===== config.mk =====
export PLATFORM = sky130hd
export DESIGN_NAME = stereo_serial_tx
export DESIGN_NICKNAME = d
export VERILOG_FILES = /design/src/rtl/sas_pkg.sv /design/src/rtl/sas_sync2.sv /design/src/rtl/sas_master_clk.sv /design/src/rtl/sas_slave_front.sv /design/src/rtl/sas_sample_buf.sv /design/src/rtl/sas_shifter.sv /design/src/rtl/stereo_serial_tx.sv
export SDC_FILE = /design/constraint.sdc
export NUM_CORES = 1
export LEC_CHECK = 0
export BUFFER_PORTS_ARGS = -buffer_cell sky130_fd_sc_hd__buf_2
export CAP_MARGIN = 25
export CORE_MARGIN = 10
export CORE_UTILIZATION = 55
export CTS_BUF_LIST = sky130_fd_sc_hd__clkbuf_4 sky130_fd_sc_hd__clkbuf_8
export DETAILED_ROUTE_END_ITERATION = 10
export PLACE_DENSITY_LB_ADDON = 0.2
export SYNTH_ARGS = -nofsm -noshare
export SYNTH_HDL_FRONTEND = slang
export SYNTH_SLANG_ARGS = --single-unit

===== constraint.sdc =====
create_clock -name clk -period 5.8 [get_ports clk]
set_input_delay 0.58 -clock clk [delete_from_list [all_inputs] [get_ports clk]]
set_output_delay 0.58 -clock clk [all_outputs]
set_load 0.1 [all_outputs]

===== src/rtl/sas_pkg.sv =====
package sas_pkg;

  typedef enum logic {FMT_I2S = 1'b0, FMT_LJ = 1'b1} sas_fmt_e;
  typedef enum logic {SIDE_LEFT = 1'b0, SIDE_RIGHT = 1'b1} sas_side_e;

  // Channel side carried by a word-select level under a framing.
  function automatic logic side_of_lrck(logic lrck, logic lj);
    return lrck ^ lj;
  endfunction

  // Word-select level to present for a channel side under a framing.
  function automatic logic lrck_of_side(logic side, logic lj);
    return side ^ lj;
  endfunction

  // Index of the data bit (0 = MSB) in slot position pos; out of range means padding.
  function automatic int data_offset(int pos, logic lj);
    return lj ? pos : pos - 1;
  endfunction

  // Increment that stops at a ceiling.
  function automatic int sat_inc(int v, int top);
    return (v >= top) ? top : v + 1;
  endfunction

endpackage


===== src/rtl/sas_sync2.sv =====
module sas_sync2 #(
  parameter int W = 1
) (
  input  logic         clk,
  input  logic         rst_n,
  input  logic [W-1:0] d,
  output logic [W-1:0] q
);
  logic [W-1:0] meta_q;

  always_ff @(posedge clk) begin
    if (!rst_n) begin
      meta_q <= '0;
      q      <= '0;
    end else begin
      meta_q <= d;
      q      <= meta_q;
    end
  end
endmodule


===== src/rtl/sas_master_clk.sv =====
module sas_master_clk #(
  parameter int SLOT_BITS = 32
) (
  input  logic clk,
  input  logic rst_n,
  input  logic enable,
  input  logic tick,
  output logic sclk_q,
  output logic fall_ev,
  output logic side_nxt
);
  localparam int FRAME_BITS = 2 * SLOT_BITS;
  localparam int FW         = $clog2(FRAME_BITS);

  logic [FW-1:0] fcnt_q;
  logic [FW-1:0] fcnt_nxt;

  always_comb begin
    fall_ev  = enable && tick && sclk_q;
    fcnt_nxt = (fcnt_q == FW'(FRAME_BITS - 1)) ? '0 : fcnt_q + 1'b1;
    side_nxt = (fcnt_nxt >= FW'(SLOT_BITS));
  end

  always_ff @(posedge clk) begin
    if (!rst_n) begin
      sclk_q <= 1'b0;
      fcnt_q <= FW'(FRAME_BITS - 1);
    end else begin
      if (enable && tick) sclk_q <= ~sclk_q;
      if (fall_ev)        fcnt_q <= fcnt_nxt;
    end
  end
endmodule


===== src/rtl/sas_slave_front.sv =====
module sas_slave_front (
  input  logic clk,
  input  logic rst_n,
  input  logic enable,
  input  logic sclk_pin,
  input  logic lrck_pin,
  output logic fall_ev,
  output logic lrck_s
);
  logic [1:0] pins_s;
  logic       sclk_s;
  logic       sclk_d;

  sas_sync2 #(.W(2)) sync_i (
    .clk  (clk),
    .rst_n(rst_n),
    .d    ({lrck_pin, sclk_pin}),
    .q    (pins_s)
  );

  assign sclk_s  = pins_s[0];
  assign lrck_s  = pins_s[1];
  assign fall_ev = enable && sclk_d && !sclk_s;

  always_ff @(posedge clk) begin
    if (!rst_n) sclk_d <= 1'b0;
    else        sclk_d <= sclk_s;
  end
endmodule


===== src/rtl/sas_sample_buf.sv =====
module sas_sample_buf #(
  parameter int SAMPLE_W = 24
) (
  input  logic                clk,
  input  logic                rst_n,
  input  logic                load_ev,
  input  logic                in_valid,
  output logic                in_ready,
  input  logic [SAMPLE_W-1:0] in_l,
  input  logic [SAMPLE_W-1:0] in_r,
  output logic [SAMPLE_W-1:0] word_l,
  output logic [SAMPLE_W-1:0] word_r,
  output logic                underrun
);
  logic                pend_v;
  logic [SAMPLE_W-1:0] pend_l, pend_r;
  logic [SAMPLE_W-1:0] act_l, act_r;
  logic                take;
  logic                fresh;

  assign in_ready = !pend_v;
  assign take     = in_valid && !pend_v;
  assign fresh    = load_ev && pend_v;
  assign word_l   = fresh ? pend_l : act_l;
  assign word_r   = fresh ? pend_r : act_r;

  always_ff @(posedge clk) begin
    if (!rst_n) begin
      pend_v   <= 1'b0;
      pend_l   <= '0;
      pend_r   <= '0;
      act_l    <= '0;
      act_r    <= '0;
      underrun <= 1'b0;
    end else begin
      if (take) begin
        pend_v <= 1'b1;
        pend_l <= in_l;
        pend_r <= in_r;
      end
      if (load_ev) begin
        if (pend_v) begin
          act_l  <= pend_l;
          act_r  <= pend_r;
          pend_v <= 1'b0;
        end else begin
          underrun <= 1'b1;
        end
      end
    end
  end
endmodule


===== src/rtl/sas_shifter.sv =====
module sas_shifter
  import sas_pkg::*;
#(
  parameter int SAMPLE_W  = 24,
  parameter int SLOT_BITS = 32
) (
  input  logic                clk,
  input  logic                rst_n,
  input  logic                fall_ev,
  input  logic                side_nxt,
  input  logic                lj,
  input  logic [SAMPLE_W-1:0] word_l,
  input  logic [SAMPLE_W-1:0] word_r,
  output logic                left_start,
  output logic                side_q,
  output logic                sdata_q
);
  localparam int PW = $clog2(SLOT_BITS + 1);

  logic [PW-1:0]       pos_q;
  logic [PW-1:0]       pos_nxt;
  logic                slot_start;
  logic                bit_nxt;
  logic [SAMPLE_W-1:0] word;

  always_comb begin
    slot_start = (side_nxt != side_q);
    left_start = fall_ev && slot_start && (side_nxt == SIDE_LEFT);
    pos_nxt    = slot_start ? '0 : PW'(sat_inc(int'(pos_q), SLOT_BITS));
    word       = side_nxt ? word_r : word_l;
  end

  always_comb begin
    int                  off;
    logic [SAMPLE_W-1:0] sh;
    off     = data_offset(int'(pos_nxt), lj);
    sh      = '0;
    bit_nxt = 1'b0;
    if (off >= 0 && off < SAMPLE_W) begin
      sh      = word >> (SAMPLE_W - 1 - off);
      bit_nxt = sh[0];
    end
  end

  always_ff @(posedge clk) begin
    if (!rst_n) begin
      side_q  <= SIDE_RIGHT;
      pos_q   <= PW'(SLOT_BITS);
      sdata_q <= 1'b0;
    end else if (fall_ev) begin
      side_q  <= side_nxt;
      pos_q   <= pos_nxt;
      sdata_q <= bit_nxt;
    end
  end
endmodule


===== src/rtl/stereo_serial_tx.sv =====
module stereo_serial_tx
  import sas_pkg::*;
#(
  parameter int SAMPLE_W  = 24,
  parameter int SLOT_BITS = 32
) (
  input  logic                clk,
  input  logic                rst_n,
  input  logic                master_mode,
  input  logic                fmt_lj,
  input  logic                sclk_tick,
  input  logic                sclk_in,
  input  logic                lrck_in,
  input  logic                smp_valid,
  output logic                smp_ready,
  input  logic [SAMPLE_W-1:0] smp_left,
  input  logic [SAMPLE_W-1:0] smp_right,
  output logic                sclk_out,
  output logic                lrck_out,
  output logic                clk_drive_en,
  output logic                sdata_out,
  output logic                underrun
);
  logic                m_sclk, m_fall, m_side;
  logic                s_fall, s_lrck;
  logic                fall_ev, side_nxt;
  logic                left_start, side_q;
  logic [SAMPLE_W-1:0] word_l, word_r;

  sas_master_clk #(.SLOT_BITS(SLOT_BITS)) mclk_i (
    .clk     (clk),
    .rst_n   (rst_n),
    .enable  (master_mode),
    .tick    (sclk_tick),
    .sclk_q  (m_sclk),
    .fall_ev (m_fall),
    .side_nxt(m_side)
  );

  sas_slave_front sfront_i (
    .clk     (clk),
    .rst_n   (rst_n),
    .enable  (!master_mode),
    .sclk_pin(sclk_in),
    .lrck_pin(lrck_in),
    .fall_ev (s_fall),
    .lrck_s  (s_lrck)
  );

  assign fall_ev  = master_mode ? m_fall : s_fall;
  assign side_nxt = master_mode ? m_side : side_of_lrck(s_lrck, fmt_lj);

  sas_sample_buf #(.SAMPLE_W(SAMPLE_W)) buf_i (
    .clk     (clk),
    .rst_n   (rst_n),
    .load_ev (left_start),
    .in_valid(smp_valid),
    .in_ready(smp_ready),
    .in_l    (smp_left),
    .in_r    (smp_right),
    .word_l  (word_l),
    .word_r  (word_r),
    .underrun(underrun)
  );

  sas_shifter #(.SAMPLE_W(SAMPLE_W), .SLOT_BITS(SLOT_BITS)) shift_i (
    .clk       (clk),
    .rst_n     (rst_n),
    .fall_ev   (fall_ev),
    .side_nxt  (side_nxt),
    .lj        (fmt_lj),
    .word_l    (word_l),
    .word_r    (word_r),
    .left_start(left_start),
    .side_q    (side_q),
    .sdata_q   (sdata_out)
  );

  assign sclk_out     = master_mode ? m_sclk : 1'b0;
  assign lrck_out     = master_mode ? lrck_of_side(side_q, fmt_lj) : 1'b0;
  assign clk_drive_en = master_mode;
endmodule


Yosys cells after proc, flatten, opt, wreduce, memory -nomap -nowiden. Index checks and enable logic that the tools add are counted.

Add/sub/neg operators: 4. Order comparisons: 4. Equality and inequality tests: 2. Shift operators: 1. Mux-type cells: 15. Bitwise gates (word level): 5. Reduce and logical (&&, ||, !) cells: 14.

Operators by type and width (number): $mux 24 (3); $ge 32x1->1 const B (1); $lt 32x6->1 const B (1); $mux 32 (1); $shr 24x32->1 (1); $sub 6x32->32 const A (1); $mux 6 (3); $add 6x1->6 const B (2); $ge 6x6->1 const B (2); $logic_and 1x1->1 (9); $mux 1 (8); $sub 6x1->7 const B (1); $eq 6x6->1 const B (1); $reduce_and 2->1 (2); $logic_not 1->1 (3); $not 1->1 (3); $xor 1x1->1 (2); $ne 1x1->1 (1).

Flip-flop bits (word level): 118. Bits of input ports: 56. Output and inout port bits: 6. Logic and storage cells: 59.

Longest topological paths before layout. Gate-level depths: netlist of the first run.

Depth in word-level cells: 12. Gate-level depth with buffers: 24. Mapped depth without buffers: 23.

By module. Synthesis of the first run repeated with hierarchy kept, for this count alone.

Cell total of the unflattened synthesis: 687. Area, all modules: 6364.9 sq um.

By module, submodules not included: sas_sample_buf (instances 1, cells an instance 426, area an instance 4292.9 sq um, seq. area each 1961.9 sq um); sas_shifter (instances 1, cells an instance 201, area an instance 1515.2 sq um, seq. area each 160.2 sq um); sas_master_clk (instances 1, cells an instance 40, area an instance 351.6 sq um, seq. area each 140.1 sq um); sas_sync2 (instances 1, cells an instance 8, area an instance 105.1 sq um, seq. area each 80.1 sq um); stereo_serial_tx (instances 1, cells an instance 9, area an instance 63.8 sq um, seq. area each 0.0 sq um); sas_slave_front (instances 1, cells an instance 3, area an instance 36.3 sq um, seq. area each 20.0 sq um).

Worst setup path before layout of the first run. OpenSTA, ideal clock, no wires.

Path kind: input to register. Start: in master_mode. End: reg shift_i.sdata_q. Arrival: 4.104 ns. Required time: 5.714 ns. Slack: 1.611 ns. Stages: 24. Buffers on the path: 2. Cell sequence: buf_4 nand4b_1 o22a_4 a21oi_2 or2_1 buf_2 nor2_1 nand2_1 ha_1 nand2_2 nor3_1 mux2i_1 o22a_1 ha_1 nor2_1 nand2_1 ha_1 nor4bb_1 nand4_1 nor2_1 nand4b_1 nor4_2 o31ai_1 a211oi_1.

Longest elaborated chain between the ends: 11. Elaborated cells on any way between the ends: 24.

RTL lines: from (decl) (RTL line stereo_serial_tx.sv:9) `input logic master_mode,`; parallel branches: the longest is 11 deep, another holds $sub 6x32->32; to (signal assigned) (RTL line sas_shifter.sv:53) `sdata_q <= bit_nxt;`; to (decl) (RTL line sas_shifter.sv:16) `output logic sdata_q`.

Several ways; the timed one is not identified. A chain may end at the register's enable or synchronous reset.

Worst setup path in the final report of the first run.
Start: reg mclk_i.fcnt_q[0]. End: reg shift_i.sdata_q.

Longest elaborated chain between the ends: 12. Elaborated cells on any way between the ends: 22.

RTL lines: from (decl) (RTL line sas_master_clk.sv:15) `logic [FW-1:0] fcnt_q;`; from (signal assigned) (RTL line sas_master_clk.sv:27) `fcnt_q <= FW'(FRAME_BITS - 1);`; from (signal assigned) (RTL line sas_master_clk.sv:30) `if (fall_ev) fcnt_q <= fcnt_nxt;`; $add 6x1->6 / $eq 6x6->1 (equally long branches) (RTL line sas_master_clk.sv:20) `fcnt_nxt = (fcnt_q == FW'(FRAME_BITS - 1)) ? '0 : fcnt_q + 1'b1;`; $mux 6 (*) (RTL line sas_master_clk.sv:20); $ge 6x6->1 (*) (RTL line sas_master_clk.sv:21) `side_nxt = (fcnt_nxt >= FW'(SLOT_BITS));`; $mux 1 (*) (RTL line stereo_serial_tx.sv:51) `assign side_nxt = master_mode ? m_side : side_of_lrck(s_lrck, fmt_lj);`; parallel branches: the longest is 7 deep, another holds $sub 6x32->32; $mux 1 (*) (RTL line sas_shifter.sv:39) `if (off >= 0 && off < SAMPLE_W) begin`.

Every way passes the cells marked *.

==> results of run 1 <==
[worst paths after layout]
check / end / cells past startpoint / slack (ps)
worst max-delay path: shift_i.sdata_q / 19 / 970
worst min-delay path: sfront_i.sync_i.meta_q[0] / 2 / 340
worst max register to register: shift_i.sdata_q / 19 / 970
worst min register to register: sfront_i.sync_i.q[0] / 1 / 460
[where the power goes]
group / switching, W / internal [W] / total (W)
combinational: 0.000147 / 0.0000870 / 0.000234
sequential: 0.0000231 / 0.000836 / 0.000859
clock: 0.000315 / 0.000361 / 0.000676
[state kept, by name, summed over array words and instances (netlist names)]
register,count
buf_i.underrun,1
mclk_i.fcnt_q,6
shift_i.side_q,1
buf_i.act_r,24
mclk_i.sclk_q,1
sfront_i.sclk_d,1
buf_i.pend_r,24
shift_i.sdata_q,1
buf_i.pend_v,1
shift_i.pos_q,6
buf_i.act_l,24
sfront_i.sync_i.q,2
sfront_i.sync_i.meta_q,2
buf_i.pend_l,24
[worst max-delay path, delay by kind of cell, from the launching register on]
kind | cells | cell delay (ps)
buffers and inverters | 1 | 140
adder cells (fa/ha/maj) | 3 | 760
AND/OR/NAND/NOR | 10 | 2300
flip-flops | 1 | 460
AO/OA/AOI/OAI | 5 | 1060
[cells in the final DEF (no fill, tap or decap), types with 4 or more instances in the layout]
cell,instances
a21oi_1,13
nor3_2,4
nor3_1,14
a211oi_1,9
or4_1,5
buf_4,5
buf_2,61
xor2_1,5
or2_2,5
and2_1,10
nor2b_1,4
o31ai_1,5
mux2i_1,9
dfxtp_1,118
nand2_1,233
o21a_1,4
a31oi_1,5
a21boi_0,98
nand4_1,4
ha_1,10
o211ai_1,6
clkbuf_8,19
nor4_1,9
nor2_1,19
and3_1,10
o21ai_0,11
xnor2_1,6
nand3_1,15
inv_1,10
[metal layers]
layer  wire length (µm)  global-route usage, %
met3                722                  5.574
met2               7365                  31.45
met4                283                  7.265
met1               7444                  25.97
met5                  0                      0
[layout make-up]
cell class	count	share of cell area [%]
clock buffer	22	4.241
clock inverter	5	0.8033
inverter	10	0.5604
multi-input combinational	573	51.09
sequential	118	35.27
tap	140	2.615
timing repair buffer	67	5.418
[cells by family (layout without fill, tap and decap cells)]
family	after synthesis	count (layout)
AND/OR/NAND/NOR	354	354
buffers and inverters	62	104
flip-flops	118	118
adder cells (fa/ha/maj)	10	10
multiplexers	12	12
AO/OA/AOI/OAI	186	186
XOR/XNOR	11	11
[stage by stage]
step	setup WS, ps	utilization (%)	hold WS, ps	instances	power [W]
finish	967.0	62.06	344.2	935	0.001769
global route	579.7	62.06	326.6	935	0.001840
CTS	1037	61.87	323.0	934	0.001777
detailed placement	916.9	58.74	437.9	907	0.001107
global placement	1043	58.74	424.3	907	0.001101
floorplan	1611	-	411.9	753	0.001039
==> impl_metrics.json, run 1 <==
{
  "ys_seq_area_share_pct": 39.17,
  "drc": 0,
  "tightest_slew_ps": 935.5,
  "std_cell_rows": 38,
  "finalMaxSlewViolations": 0,
  "synth_top_family_by_area": "simple AND/OR/NAND/NOR gates",
  "hold_path.class": "input pin to flop",
  "cp_max_fo": 10,
  "grt_pass1_wl_um": 25960,
  "rsz0062_at_grt": "no",
  "setup_violations": 0,
  "crit_start": "mclk_i.fcnt_q[0]",
  "path_class": "flop to flop",
  "numCtsBuffers": 17,
  "fmaxAchievable_mhz": 206.9,
  "post_cts_buffers": 0,
  "syn2layout_area_growth_pct": 11.06,
  "h-tree-depth": 4,
  "synth-seq-cells": 118,
  "synth-edff-count": 0,
  "core_mm2": 0.01079,
  "async_flop_share_pct": 0,
  "cts_resized": 0,
  "cts_tree": "built",
  "nFillCells": 989,
  "vdd.ir_drop.worst_mv": 0.2280,
  "synthTopCellsByCount": "nand2_1 (233), dfxtp_1 (118), a21boi_0 (98)",
  "final-seq-area_mm2": 0.002362,
  "rr_startpoint": "mclk_i.fcnt_q[0]",
  "num_vias": 5379,
  "synth_mux_area_share_pct": 2.427,
  "cp.arrival_ps": 5200,
  "critPathMostFrequentCell": "ha_1",
  "syn_nets": 819,
  "gp_congestion": 0.9503,
  "dominantRegCellSynth": "dfxtp_1",
  "synth_top_area_share_pct": 39.17,
  "path_cells": "ha_1, a21oi_2, o211a_1, nor3_2, or2_1, nor2_1, nand2_1, ha_1, nor2b_1, o21a_1, inv_1, ha_1, nor4bb_1, nand4_1, nor2_1, nand4b_1, nor4_2, o31ai_1, a211oi_1",
  "antenna_left": 0,
  "cap_violations": 0,
  "grt_antenna_before_repair": 0,
  "cts_hold_buf": 0,
  "portBuffers": 61,
  "final_area_mm2": 0.006698,
  "synth_xor_area_share_pct": 1.598,
  "dieArea_mm2": 0.01555,
  "die_h_um": 124.7,
  "grt_pass1_vias": 5069,
  "synth_top_area_cell": "dfxtp_1",
  "tns_ps": 0,
  "drive_above_1_share_pct": 16.48,
  "boundaryPins": 62,
  "ys_types": 70,
  "clk_latency_ps": 450,
  "min_period_ps": 4833,
  "path_clk_slew_ps": 70,
  "hpwl_um": 11260,
  "fp.dieW_um": 124.7,
  "cts_max_path_buffers": 2,
  "floorplan.initialDensity_pct": 55.88,
  "cp.required_ps": 6170,
  "cp-start-kind": "flop",
  "synth_cells": 753,
  "track_usage_pct": 20.16,
  "p_leak_nw": 2.470,
  "wl_per_cell_um": 16.92,
  "cts_sinks": 118,
  "drtIter0Drc": 406,
  "hold_viol": 0,
  "antenna_cells": 0,
  "status": "finished, final reports clean",
  "skew_ps": 8.633,
  "vias_per_cell": 5.753,
  "cp_slowest_cell": "nor2b_1",
  "yosys.area_share.simple_pct": 26.80,
  "endpoint_kind": "flop",
  "placed_area_mm2": 0.006340,
  "slowest_delay_ps": 590,
  "multi_input_area_mm2": 0.003422,
  "grt_max_degree": 68,
  "drt-pass1-iter-count": 5,
  "synth.most_common_cell": "nand2_1",
  "synthAdderAreaFrac_pct": 2.075,
  "power.density_mw_per_mm2": 264.1,
  "nNetsFinal": 853,
  "syn_area_per_cell_um2": 8.009,
  "synthTopCellsByArea": "dfxtp_1 (39%), nand2_1 (15%), a21boi_0 (12%), clkbuf_1 (2.2%), ha_1 (2.1%)",
  "routed_wl_um": 15820,
  "clock-root-buffer": "clkbuf_8",
  "worst_hold_startpoint": "sclk_in",
  "synth_compound_gate_area_share_pct": 23.59,
  "post-route-period-util_pct": 83.33,
  "grt_overflow_total": 0,
  "syn_area_mm2": 0.006031,
  "slew-limit-headroom_pct": 37.63,
  "yosysWarnings": 0
}
(Power assumes the default switching activity.)
==> inputs of run 2 (changes only) <==
Settings changed: ABC_AREA set to 1.
Clock period 5.8 ns to 3.9 ns, I/O delays scaled along.
==> run 2 against run 1 <==
Effect of this change: total power rose by 59%; wire length decreased by 18%; first-iteration DRC count is 0.25% higher; via count is 8.6% lower; synthesized area is 11% lower; critical path depth increased by 12; core utilization is 2.2 points higher; cell count up 1.9%; sequential cell count did not move; sequential share of layout area increased by 2.9 points.
==> impl_metrics.json, run 2 <==
{
  "final_area_mm2": 0.006197,
  "synth_top_area_cell": "dfxtp_1",
  "hold_viol": 0,
  "grt_pass1_vias": 4686,
  "power.total_w": 0.002817,
  "portBuffers": 61,
  "dp_slack_ps": 101.0,
  "multi_input_area_mm2": 0.002630,
  "power.density_mw_per_mm2": 454.5,
  "setup_violations": 0,
  "path_class": "flop to flop",
  "layout_common_cells": "nor2_1 (146), nand2_1 (129), dfxtp_1 (116)",
  "dieArea_mm2": 0.01412,
  "fmaxAchievable_mhz": 277.0,
  "dominantRegCellSynth": "dfxtp_1",
  "tns_ps": 0,
  "synth-edff-count": 0,
  "syn_area_mm2": 0.005373,
  "tightest_slew_ps": 934.2,
  "antenna_left": 0,
  "cap_violations": 0,
  "cts_tree": "built",
  "p_leak_nw": 2.947,
  "layout_commonest_cell": "nor2_1",
  "cp.required_ps": 4260,
  "holdPathEnd": "sfront_i.sync_i.meta_q[0]",
  "reg2reg_slack_ps": 290,
  "drive_above_1_share_pct": 18.54,
  "synth-seq-cells": 118,
  "die_h_um": 118.8,
  "cts_sinks": 118,
  "drtIter0Drc": 407,
  "cts_max_path_buffers": 2,
  "cp.arrival_ps": 3970,
  "yosysWarnings": 0,
  "critPathMostFrequentCell": "nand2_1",
  "h-tree-depth": 4,
  "post-route-period-util_pct": 92.56,
  "core_mm2": 0.009639,
  "floorplan.initialDensity_pct": 55.74,
  "wl_per_cell_um": 13.64,
  "syn_area_per_cell_um2": 7.097,
  "cp-start-kind": "flop",
  "gp_congestion": 0.8554,
  "vdd.ir_drop.worst_mv": 0.4248,
  "synthTopCellsByArea": "dfxtp_1 (44%), nor2_1 (10%), nand2_1 (9.1%), nand3_1 (7.2%), o21ai_0 (7.0%)",
  "cts_hold_buf": 0,
  "numCtsBuffers": 17,
  "skew_ps": 10.79,
  "ys_types": 41,
  "async_flop_share_pct": 0,
  "path_clk_slew_ps": 70,
  "grt_overflow_total": 0,
  "hold_depth": 3,
  "std_cell_rows": 36,
  "hold_path.class": "input pin to flop",
  "synth_top_area_share_pct": 43.97,
  "slowest_delay_ps": 360,
  "r2r-end": "shift_i.sdata_q",
  "nNetsFinal": 873,
  "fp.dieW_um": 118.8,
  "grt_antenna_before_repair": 0,
  "grt_pass1_wl_um": 21600,
  "grt_max_degree": 77,
  "clk_latency_ps": 440,
  "finalWorstSetupSlack_ps": 290.1,
  "placed_area_mm2": 0.005715,
  "min_period_ps": 3610,
  "synth.most_common_cell": "nor2_1",
  "nFillCells": 881,
  "routed_wl_um": 13000,
  "reg2reg_depth": 31,
  "boundaryPins": 62,
  "cp_slowest_cell": "dfxtp_2",
  "ys_seq_area_share_pct": 43.97,
  "crit_start": "mclk_i.fcnt_q[0]",
  "status": "finished, final reports clean",
  "hpwl_um": 8786,
  "cp_max_fo": 4,
  "worst_hold_startpoint": "sclk_in",
  "track_usage_pct": 18.26,
  "synth_cells": 757,
  "antenna_cells": 0,
  "final-seq-area_mm2": 0.002365,
  "syn_nets": 823,
  "num_vias": 4917,
  "syn2layout_area_growth_pct": 15.35,
  "rr_startpoint": "mclk_i.fcnt_q[0]",
  "vias_per_cell": 5.159,
  "endpoint_kind": "flop",
  "synthTopCellsByCount": "nor2_1 (150), nand2_1 (130), dfxtp_1 (118)",
  "clock-root-buffer": "clkbuf_8",
  "finalMaxSlewViolations": 0,
  "drc": 0,
  "drt-pass1-iter-count": 5,
  "slew-limit-headroom_pct": 37.63
}
run 2: cell types whose count changed after synthesis, moves of 21 or more:
| cell | delta |
|---|---|
| inv_1 | +49 |
| a21oi_1 | +21 |
| o21ai_0 | +64 |
| nor2_1 | +130 |
| nand3_1 | +62 |
| nand2_1 | -103 |
| a21boi_0 | -98 |
run 2: kinds of logic after synthesis:
| logic type | count (synthesis) | synth area share (%) |
|---|---|---|
| XOR/XNOR | 4 | 0.6522 |
| flip-flops | 118 | 43.97 |
| adder cells (fa/ha/maj) | 10 | 2.329 |
| AND/OR/NAND/NOR | 390 | 32.32 |
| buffers and inverters | 106 | 8.034 |
| AO/OA/AOI/OAI | 129 | 12.69 |
run 2: worst max-delay path: cells and delay by family (launching register included):
family          cells  cell delay (ps)
compound gates      2              220
simple gates       23             1980
flops               1              360
fa+ha+maj           4              820
buf+inv             2              140
run 2: how the worst max path moves through the flow:
stage                 endpoint  slack, ps
2_1_floorplan  shift_i.sdata_q        480
3_3_place_gp   shift_i.sdata_q        340
3_5_place_dp   shift_i.sdata_q        100
4_1_cts        shift_i.sdata_q         30
5_1_grt        shift_i.sdata_q        -40
6_report       shift_i.sdata_q        290
run 2: per-stage QoR:
step	cells	util [%]	hold slack, ps
floorplan	757	-	390.5
global placement	918	59.29	399.2
detailed placement	918	59.29	410.1
CTS	950	63.53	128.3
global route	953	64.29	141.2
finish	953	64.29	139.1
run 2: layout make-up:
class	count	share of cell area, %
flip-flops and latches	118	38.16
multi-input cells	533	42.44
clock inverters	8	1.555
repair buffers	71	6.138
inverters	66	3.998
well taps	133	2.685
clock buffers	24	5.027
run 2: timing repair:
action / 4_1_cts / 5_1_grt
buffers inserted: 0 / 3
setup endpoints to repair: 0 / 1
gates resized for setup: 0 / 14
run 2: layer usage:
metal | vias up | GRT usage [%] | routed length, µm
met3 | 19 | 5.291 | 600
li1 | 2530 | - | -
met4 | 0 | 5.878 | 171
met2 | 109 | 31.71 | 6603
met1 | 2259 | 21.19 | 5624
met5 | - | 0 | 0
run 2: power breakdown:
part / switching, W / internal, W
sequential: 0.0000358 / 0.00126
clock: 0.000476 / 0.000654
combinational: 0.000254 / 0.000136
total: 0.000766 / 0.00205
==> inputs of run 3 (changes only) <==
Settings changed: CELL_PAD_IN_SITES_DETAIL_PLACEMENT set to 1, CELL_PAD_IN_SITES_GLOBAL_PLACEMENT set to 2, CORE_UTILIZATION 55 to 31.
==> run 3 against run 2 <==
Effect of this change: sequential share of layout area decreased by 1.1 points; first-iteration DRC count decreased by 53%; global-route usage decreased by 3.8 points; clock power increased by 14%; largest power group unchanged.
==> impl_metrics.json, run 3 (synthesis results as in run 2) <==
{
  "cp_max_fo": 4,
  "status": "finished, final reports clean",
  "drtIter0Drc": 191,
  "nNetsFinal": 874,
  "power.density_mw_per_mm2": 467.7,
  "core_mm2": 0.01712,
  "p_sw_w": 0.0008006,
  "vdd.ir_drop.worst_mv": 0.2193,
  "fp.dieW_um": 151.6,
  "hold_viol": 0,
  "layout_common_cells": "nor2_1 (146), nand2_1 (127), dfxtp_1 (116)",
  "layout_commonest_cell": "nor2_1",
  "path_clk_slew_ps": 70,
  "power.total_w": 0.002982,
  "clock-root-buffer": "clkbuf_8",
  "tightest_slew_ps": 772.4,
  "hpwl_um": 10880,
  "grt_overflow_total": 0,
  "grt_max_degree": 77,
  "vias_per_cell": 4.824,
  "grt_pass1_wl_um": 26540,
  "drt-pass1-iter-count": 4,
  "grt_antenna_before_repair": 0,
  "min_period_ps": 3526,
  "boundaryPins": 62,
  "cp-start-kind": "flop",
  "track_usage_pct": 14.45,
  "antenna_cells": 0,
  "comb_power_share_pct": 13.4,
  "fmaxAchievable_mhz": 283.6,
  "drive_above_1_share_pct": 19.12,
  "hold_path.class": "input pin to flop",
  "finalMaxSlewViolations": 0,
  "cp.required_ps": 4290,
  "num_vias": 5046,
  "clk_latency_ps": 450,
  "routed_wl_um": 15610,
  "post-route-period-util_pct": 90.42,
  "seqPwrFrac_pct": 43.3,
  "drc": 0,
  "cts_max_path_buffers": 2,
  "cp_slowest_cell": "dfxtp_2",
  "holdWs_ps": 120.3,
  "endpoint_kind": "flop",
  "cts_tree": "built",
  "h-tree-depth": 4,
  "wl_per_cell_um": 14.92,
  "std_cell_rows": 48,
  "grt_pass1_vias": 5470,
  "nFillCells": 2167,
  "skew_ps": 10.24,
  "p_leak_nw": 2.976,
  "final_area_mm2": 0.006376,
  "power_frac_clock_pct": 43.2,
  "slew-limit-headroom_pct": 48.45,
  "p_int_w": 0.002181,
  "numCtsBuffers": 17,
  "die_h_um": 151.6,
  "antenna_left": 0,
  "syn2layout_area_growth_pct": 18.68,
  "dieArea_mm2": 0.02300,
  "placed_area_mm2": 0.005866,
  "fin_util_pct": 37.25,
  "slowest_delay_ps": 340,
  "p_sw_share_pct": 26.85,
  "path_class": "flop to flop",
  "cp.arrival_ps": 3920,
  "cts_sinks": 118,
  "cap_violations": 0,
  "floorplan.initialDensity_pct": 31.39,
  "gp_congestion": 0.7407,
  "portBuffers": 61,
  "setup_violations": 0
}
-- run 3: changes by cell type in the layout (fill, tap and decap cells not counted), moves of 2 or more --
cell / before / now
nand2_2: 9 / 11
bufinv_16: 2 / 4
nand2_1: 129 / 127
nor2_4: 3 / 1
nor2_2: 4 / 6
-- run 3: path summary, 6_finish.rpt --
kind,slack (ps),startpoint,to,cells after the start
min,120,sclk_in,sfront_i.sync_i.meta_q[0],3
max,370,mclk_i.fcnt_q[0],shift_i.sdata_q,30
min reg2reg,420,sfront_i.sync_i.meta_q[1],sfront_i.sync_i.q[1],2
max reg2reg,370,mclk_i.fcnt_q[0],shift_i.sdata_q,30
-- run 3: layout make-up --
class / count / area [µm²] / share of cell area, %
Multi-Input combinational cell: 533 / 2626 / 41.19
Sequential cell: 118 / 2365 / 37.09
Timing Repair Buffer: 72 / 400.4 / 6.279
Clock buffer: 24 / 311.5 / 4.886
Tap cell: 225 / 281.5 / 4.415
Inverter: 66 / 247.7 / 3.885
Clock inverter: 8 / 143.9 / 2.257
-- run 3: repair_timing --
| action | 4_1_cts | 5_1_grt |
|---|---|---|
| endpoints found under the setup margin | 0 | 1 |
| hold buffers | 0 | 0 |
| setup buffers | 0 | 1 |
| gates resized for setup | 0 | 16 |
-- run 3: critical path: cells and delay by family (launching register included) --
| family | cells | cell delay [ps] |
|---|---|---|
| compound gates | 2 | 220 |
| fa+ha+maj | 4 | 800 |
| buf+inv | 2 | 110 |
| simple gates | 22 | 2020 |
| flops | 1 | 340 |
-- run 3: power groups by stage --
| stage | Combinational [W] | Clock (W) | Sequential, W |
|---|---|---|---|
| after global routing | 0.000461 | 0.00137 | 0.00130 |
| after detailed placement | 0.000395 | 0 | 0.00132 |
| after global placement | 0.000380 | 0 | 0.00132 |
| after CTS | 0.000397 | 0.00132 | 0.00129 |
| after floorplan | 0.000272 | 0 | 0.00131 |
| final | 0.000400 | 0.00129 | 0.00129 |
-- run 3: through the flow --
| stage | setup WS [ps] | cells | setup TNS, ps |
|---|---|---|---|
| after global placement | 290.3 | 1013 | 0 |
| final | 373.5 | 1046 | 0 |
| after floorplan | 475.8 | 757 | 0 |
| after CTS | 22.51 | 1045 | 0 |
| after detailed placement | 38.81 | 1013 | 0 |
| after global routing | -2.013 | 1046 | -2.013 |
-- run 3: per-layer routing --
metal | GRT usage [%] | up-vias | part of all wire (%)
li1 | - | 2527 | -
met1 | 16.51 | 2427 | 45
met2 | 25.15 | 67 | 49
met3 | 3.029 | 25 | 3.5
met4 | 6.816 | 0 | 2.5
met5 | 0 | - | 0
